`src/rtl/port_irq_ctrl.sv`:
```
module port_irq_ctrl #(
  parameter int NEVT      = 12,
  parameter int RAW_LSB   = 16,
  parameter int STEER_LSB = 30,
  parameter int AW        = 4
) (
  input  logic            clk,
  input  logic            rst_n,
  input  logic [NEVT-1:0] evt_i,
  input  logic            wr_en,
  input  logic [AW-1:0]   addr,
  input  logic [31:0]     wdata,
  output logic [31:0]     rdata,
  output logic            irq
);
  localparam logic [AW-1:0] A_STAT = AW'(0);
  localparam logic [AW-1:0] A_ESET = AW'(8);
  localparam logic [AW-1:0] A_ECLR = AW'(12);

  logic [NEVT-1:0] raw_q, en_q, raw_d, en_d, clr;
  logic [1:0]      steer_q, steer_d;
  logic            wr_stat, wr_eset, wr_eclr;

  assign wr_stat = wr_en && addr == A_STAT;
  assign wr_eset = wr_en && addr == A_ESET;
  assign wr_eclr = wr_en && addr == A_ECLR;

  assign clr   = wr_stat ? (wdata[NEVT-1:0] | wdata[RAW_LSB +: NEVT]) : '0;
  assign raw_d = (raw_q & ~clr) | evt_i;

  always_comb begin
    en_d    = en_q;
    steer_d = steer_q;
    if (wr_eset) begin
      en_d    = en_q | wdata[NEVT-1:0];
      steer_d = steer_q | wdata[STEER_LSB +: 2];
    end else if (wr_eclr) begin
      en_d    = en_q & ~wdata[NEVT-1:0];
      steer_d = steer_q & ~wdata[STEER_LSB +: 2];
    end
  end

  always_ff @(posedge clk) begin
    if (!rst_n) begin
      raw_q   <= '0;
      en_q    <= '0;
      steer_q <= '0;
      irq     <= 1'b0;
    end else begin
      raw_q   <= raw_d;
      en_q    <= en_d;
      steer_q <= steer_d;
      irq     <= |(raw_d & en_d);
    end
  end

  logic [31:0] stat_word, en_word;
  assign stat_word = (32'(raw_q) << RAW_LSB) | 32'(raw_q & en_q);
  assign en_word   = (32'(steer_q) << STEER_LSB) | 32'(en_q);

  always_comb begin
    case (addr)
      A_STAT:         rdata = stat_word;
      A_ESET, A_ECLR: rdata = en_word;
      default:        rdata = '0;
    endcase
  end
endmodule

```
`config.mk`:
```
export PLATFORM = sky130hd
export DESIGN_NAME = port_irq_ctrl
export DESIGN_NICKNAME = d
export VERILOG_FILES = /design/src/rtl/port_irq_ctrl.sv
export SDC_FILE = /design/constraint.sdc
export NUM_CORES = 1
export LEC_CHECK = 0
export BUFFER_PORTS_ARGS = -buffer_cell sky130_fd_sc_hd__buf_2
export CAP_MARGIN = 40
export CORE_ASPECT_RATIO = 0.7
export CORE_UTILIZATION = 47
export DETAILED_ROUTE_END_ITERATION = 10
export GPL_TIMING_DRIVEN = 0
export PLACE_DENSITY = 0.95
export SETUP_SLACK_MARGIN = 0.4
export SYNTH_ARGS = -nofsm -noshare
export SYNTH_HDL_FRONTEND = slang
export SYNTH_SLANG_ARGS = --single-unit
```
`constraint.sdc`:
```
create_clock -name clk -period 5.9 [get_ports clk]
set_clock_uncertainty 0.1 [all_clocks]
set_input_delay 0.59 -clock clk [delete_from_list [all_inputs] [get_ports clk]]
set_output_delay 0.59 -clock clk [all_outputs]
set_load 0.02 [all_outputs]
```
**Word level (Yosys, flattened, before mapping)**

Cells that the tools add are included.

- Register bits after elaboration: 27
- Bits in latches: 0
- RAM bits: 0
- Memory bits (read-only): 0
- Input bits: 51
- Output and inout bits: 33
- Logic and storage cells: 33
- Memories kept: 0

- $add $sub $neg: 0
- $mul: 0
- Div/mod/pow operators: 0
- Order comparisons: 0
- Eq/ne operators: 2
- Shift-type cells: 0
- Mux-type cells: 6
- Bitwise operators: 14
- Reductions and logical operators: 7

Operators by type and width:

| operator | number |
|---|---|
| $pmux 32 s2 | 1 |
| $and 12x12->12 | 4 |
| $mux 12 | 3 |
| $or 12x12->12 | 3 |
| $or 32x12->32 | 1 |
| $or 28x12->28 | 1 |
| $not 12->12 | 2 |
| $reduce_or 12->1 | 1 |
| $eq 4x4->1 const B | 2 |
| $logic_not 4->1 | 1 |
| $mux 2 | 2 |
| $logic_and 1x1->1 | 3 |
| $and 2x2->2 | 1 |
| $not 2->2 | 1 |
| $or 2x2->2 | 1 |
| $reduce_bool 2->1 | 1 |
| $reduce_or 2->1 | 1 |

**Depth between registers and ports, before layout**

Gate-level depths: netlist (run 1).

- Word-level depth: 8
- Gate-level depth with buffers: 7
- Gate-level depth less buffers: 5

**Worst setup path before layout (run 1)**

Ideal clock, no wire load.

- Kind: input port to output port
- Start point: input port addr[1]
- End point: output port rdata[0]
- Arrival time: 2.030 ns
- Data required time: 5.210 ns
- Path slack: 3.180 ns
- Stages: 4
- Buffers on the path: 1
- Cell sequence: nor4_2 > clkbuf_1 > nand2_1 > a21boi_0

- Longest elaborated chain between the ends: 3
- Elaborated cells on any way between the ends: 5
- Classes of those cells: eq/ne: 2; mux: 1; reduce/logical: 2

Ends and longest elaborated chain:

| what | RTL line | text |
|---|---|---|
| from (decl) | 11 | `input logic [AW-1:0] addr,` |
| $eq 4x4->1 | 62 | `case (addr)` |
| $reduce_or 2->1 | 62 |  |
| $pmux 32 s2 * | 62 |  |
| to (decl) | 13 | `output logic [31:0] rdata,` |

Every way passes the cells marked *; elsewhere a longest branch is shown, timed or not.

**Worst setup path after layout (run 1)**

Ends and elaborated chain as after synthesis.

==> results.cfg, run 1 <==
[run_status]
status = finished, final reports clean

[grt]
grt.met3_usage_pct = 5.19
grt_max_degree = 15
use_met1_pct = 37.2
grt_pass1_wl_mm = 6.26
grt-busiest-layer = met2
grt_usage_pct = 25.1
use_met2_pct = 37.3
grt_pass1_vias = 1426
grt_overflow = 0
grt_antenna_before_repair = 0

[drt]
drt-initial-drc-count = 120
post-route-drc-count = 0
drt-total-wl_mm = 4.09
dr.pass1.iters = 4
wl_per_cell_um = 13.4
num_vias = 1622
vias_per_cell = 5.34
ant_nets = 0

[final_layout]
fin_area_sq_um = 1920
nNetsFinal = 320
layout-drive-gt1-share_pct = 32.5
final_util_pct = 67.1
multi_input_comb_area_sq_um = 774
final_common_cell = buf_2
fillers = 257
antenna_cells = 0
syn_to_final_growth_pct = 31.8
layout_common_cells = 74 x buf_2, 27 x dfxtp_1, 21 x nor2_1, 21 x inv_1, 18 x nand2_1
fin_cells = 304
regArea_sq_um = 541

[placement]
postPlaceCellArea_sq_um = 1880
placed_cells = 300
dp_hpwl_mm = 3.19
gp_congestion = 0.846
io_buffers = 71

[critical_path]
crit_top_cell = buf_2
start_kind = primary input
worstSetupEndpointType = output pin
max_stage_delay_ps = 780
crit_arrival_ps = 2550
critical_path_class = in -> out
crit_required_ps = 5210
cp_slowest_cell = nor4_2
cp_max_fo = 10
crit_chain = buf_2 -> nor4_2 -> clkbuf_1 -> nand2_1 -> a21boi_0 -> buf_2
reg2reg_slack_ps = 4260

[pwr]
internal_power_w = 0.000265
combPwrFrac_pct = 17.2
power_frac_seq_pct = 53.8
p_leak_nw = 1.06
power_switching_w = 0.0000960
ir_drop_v = 0.000129
power_frac_clock_pct = 29.0
p_sw_share_pct = 26.6
power_density_nw_per_um2 = 188

[worst_hold_path]
hold_path_class = reg -> reg

[logic_synthesis]
ys_warn_count = 0
synth_top_area_share_pct = 37.1
synth_area_sq_um = 1460
synth-seq-cells = 27
ys_seq_area_share_pct = 37.1
avgSynthCellArea_sq_um = 7.75
yosys-top-cells-area = dfxtp_1 37%, a21boi_0 8.2%, inv_1 5.4%
yosysUniqueCellTypes = 32
synth_top_area_cell = dfxtp_1
netlist_instances = 188

[cts]
clock_latency_ps = 270
cts.sinks = 27
cts_max_level = 1
cts_resized = 0
cts_tree = yes
postCtsHoldBufs = 0
cts_buffer_depth = 2
cts_root_buf = clkbuf_8
cts_made_buffers = 3
cts_setup_buffers = 0
cts.reportedPaths.clkPinSlew_ps = 90

[die]
die_w_um = 68.6
initial_core_util_pct = 50.9
die_area_sq_um = 3330
die_h_um = 48.6
io_pins = 84
core_area_sq_um = 2860
rows = 16

[timing]
finalSetupViolations = 0
tightest_slew_ps = 875
finalCritPeriodShare_pct = 54.9
whs_ps = 403
finalHoldViolCount = 0
final_max_slew_viol_count = 0
max_slew_margin_pct = 41.2
final.setup.tns_ps = 0
max_freq_mhz = 309
fin_crit_ps = 3240
rsz0062_at_grt = no

[run]
maxCapViolCount = 0
## power groups by stage
stage	logic, W	clock network (W)	registers, W
2_1_floorplan	0.0000326	0	0.000198
3_3_place_gp	0.0000598	0	0.000198
3_5_place_dp	0.0000611	0	0.000198
4_1_cts	0.0000614	0.000106	0.000194
5_1_grt	0.0000677	0.000113	0.000195
6_report	0.0000620	0.000105	0.000194
## cells in the mapped netlist
cell type and count:
nand3_1 3, o21ai_2 1, o31a_1 4, o22ai_1 6, o21ai_1 2, a21boi_0 16, a22oi_1 3, nor2_1 21
nand4_1 1, o211ai_1 5, and3_1 6, a21o_1 1, mux2i_1 4, o41a_1 1, and4bb_2 1, nand2_1 18
dfxtp_1 27, a2111o_1 1, or4_1 1, o21a_1 4, inv_1 21, mux2_2 1, or4bb_1 1, and2_1 2
buf_4 6, buf_2 3, a21oi_1 12, conb_1 1, nor4_2 1, clkbuf_1 6, a311oi_1 2, o21ai_0 6
## worst paths after layout
path | cells past startpoint | start | endpoint
hold reg to reg | 2 | raw_q[1]$_SDFF_PN0_ | raw_q[1]$_SDFF_PN0_
setup reg to reg | 3 | en_q[6]$_SDFF_PN0_ | irq$_SDFF_PN0_
setup / recovery | 6 | addr[1] | rdata[0]
hold / removal | 2 | raw_q[1]$_SDFF_PN0_ | raw_q[1]$_SDFF_PN0_
## critical path, delay by kind of cell
kind	cells	cell delay (ps)
buffers and inverters	3	790
AO/OA/AOI/OAI	1	220
AND/OR/NAND/NOR	2	940
## area by class of cell
cell class / count / area share, %
multi-input cells: 130 / 40.3
flip-flops and latches: 27 / 28.1
repair buffers: 71 / 18.5
plain buffers: 15 / 4.30
inverters: 21 / 4.10
clock buffers: 4 / 2.34
well taps: 36 / 2.34
## flip-flops by register name, indices dropped and copies added, names as in the netlist, named ones only
register and flops:
en_q 12, raw_q 12, irq 1
## cell families (layout without fill, tap and decap cells)
group                  count (synthesis)  after routing  synth area share, %
AOI/OAI and AO/OA                     64             64                 30.1
and+or+nand+nor                       55             55                 17.9
buffers and inverters                 36            111                 11.1
DFF                                   27             27                 37.1
muxes                                  5              5                 3.52
other                                  1              6                0.257
## through the flow
step | total power (W) | setup WS, ps
3_5_place_dp | 0.000259 | 2640
3_3_place_gp | 0.000257 | 2690
4_1_cts | 0.000361 | 2630
5_1_grt | 0.000376 | 2490
2_1_floorplan | 0.000230 | 3180
6_report | 0.000361 | 2660
## metal layers
metal / share of wire [%] / up-vias
met5: 0 / -
met4: 0.59 / 0
met3: 10 / 4
met2: 44 / 89
met1: 45 / 725
li1: - / 804
Note: power is estimated with default switching activity, not from simulation.
==> inputs of run 2 (changes only) <==
- ABC_AREA: default -> 1
- PLACE_DENSITY: 0.95 -> 0.93
- clock period: 5.9 -> 3.2 ns (I/O delays scaled with it)
==> run 2 against run 1 <==
  * Clock-buffer cell count fell by 1
  * First-iteration DRC count increased by 43%
  * Area after synthesis up 23%
  * Clock power increased by 100%
  * Register-to-register slack got worse by 2300 ps
==> results.cfg, run 2 <==
[run_status]
status = finished, final reports clean

[logic_synthesis]
synth_common_cells = 77 x nand2_1, 55 x inv_1, 27 x dfxtp_1, 26 x nor2_1, 23 x nand4_1
synth-seq-cells = 27
synth-edff-count = 0
synthArstFlopShare_pct = 0
synth-main-ff-cell = dfxtp_1
ys_warn_count = 0
synth_most_common_cell = nand2_1
yosysUniqueCellTypes = 25
netlist_instances = 293
synth_top_area_share_pct = 30.2
synth_top_area_cell = dfxtp_1
yosys-top-cells-area = dfxtp_1 30%, nand2_1 16%, inv_1 12%
synth_area_sq_um = 1790
avgSynthCellArea_sq_um = 6.11
ys_seq_area_share_pct = 30.2

[die]
rows = 18
core_area_sq_um = 3580
initial_core_util_pct = 50.0
die_w_um = 75.8
die_area_sq_um = 4060
die_h_um = 53.6
io_pins = 84

[cts]
cts.sinks = 27
cts_max_level = 1
cts_made_buffers = 3
postCtsHoldBufs = 0
clock_latency_ps = 290
cts_buffer_depth = 2
cts_setup_buffers = 0
cts_root_buf = clkbuf_8
cts.reportedPaths.clkPinSlew_ps = 110
cts_resized = 0
cts_tree = yes

[timing]
finalHoldViolCount = 0
finalCritPeriodShare_pct = 70.0
final_max_slew_viol_count = 0
fin_crit_ps = 2240
finalSetupViolations = 0
tightest_slew_ps = 659
rsz0062_at_grt = no
max_slew_margin_pct = 56.1
final.setup.tns_ps = 0
max_freq_mhz = 446

[critical_path]
max_stage_delay_ps = 490
crit_top_cell = buf_2
start_kind = primary input
worstSetupEndpointType = output pin
cp_slowest_cell = clkbuf_1
critical_path_class = in -> out
crit_required_ps = 2780
crit_chain = buf_2 -> nor2_4 -> inv_1 -> nor2_2 -> clkbuf_1 -> o21a_1 -> buf_2
cp_max_fo = 10
crit_arrival_ps = 1820

[drt]
vias_per_cell = 5.13
post-route-drc-count = 0
wl_per_cell_um = 12.1
ant_nets = 0
num_vias = 2165
dr.pass1.iters = 5
drt-total-wl_mm = 5.12
drt-initial-drc-count = 172

[run]
maxCapViolCount = 0

[grt]
grt_antenna_before_repair = 0
grt_overflow = 0
grt_pass1_vias = 1860
grt_usage_pct = 26.6
grt_max_degree = 17
grt_pass1_wl_mm = 8.00

[pwr]
ir_drop_v = 0.000276
p_leak_nw = 1.26
power_density_nw_per_um2 = 315

[final_layout]
syn_to_final_growth_pct = 26.8
reg_top3 = en_q x12, raw_q x12, irq x1
layout-drive-gt1-share_pct = 27.2
antenna_cells = 0
final_common_cell = nand2_1
nNetsFinal = 424
layout_common_cells = 77 x nand2_1, 75 x buf_2, 55 x inv_1
fin_area_sq_um = 2270

[placement]
gp_congestion = 0.865
dp_hpwl_mm = 3.88
postPlaceCellArea_sq_um = 2220
io_buffers = 70

[worst_hold_path]
hold_path_class = in -> reg
-- run 2: routing by layer --
layer	global-route usage, %	vias up	share of wire [%]
li1	-	1075	-
met1	33.9	979	44
met2	44.1	102	46
met3	6.55	9	8.8
met4	8.95	0	1.2
met5	0	-	0
-- run 2: cell families after synthesis --
family	synth area share, %
and+or+nand+nor	37.9
DFF	30.2
AOI/OAI and AO/OA	14.1
buffers and inverters	17.5
other	0.209
-- run 2: area by class of cell --
cell class | count | area (sq um)
Fill cell | 328 | 1310
Buffer | 17 | 100
Sequential cell | 27 | 541
Clock inverter | 1 | 7.51
Inverter | 57 | 214
Tap cell | 50 | 62.6
Clock buffer | 3 | 41.3
Timing Repair Buffer | 70 | 350
Multi-Input combinational cell | 197 | 955
-- run 2: stage by stage --
step	std cells	total power (W)	hold slack, ps	util, %	setup slack, ps
6_report	422	0.000714	124	63.4	959
4_1_cts	422	0.000705	132	63.4	968
3_3_place_gp	418	0.000502	358	62.1	990
3_5_place_dp	418	0.000506	367	62.1	980
2_1_floorplan	298	0.000450	318	-	1320
5_1_grt	422	0.000741	153	63.4	869
-- run 2: where the power goes --
group	switching [W]	total [W]	internal, W
clock	0.000123	0.000212	0.0000891
sequential	0.00000722	0.000357	0.000350
combinational	0.0000903	0.000145	0.0000543
-- run 2: worst paths after layout --
kind / from / end / cells after the start / slack, ps
min: rst_n / irq$_SDFF_PN0_ / 3 / 120
max reg2reg: en_q[2]$_SDFF_PN0_ / irq$_SDFF_PN0_ / 10 / 1950
min reg2reg: flop / flop / 2 / 380
max: addr[1] / rdata[9] / 7 / 960
-- run 2: critical path: cells and delay by family --
kind                   cells  cell delay (ps)
AO/OA/AOI/OAI              1              210
AND/OR/NAND/NOR            2              440
buffers and inverters      4              840
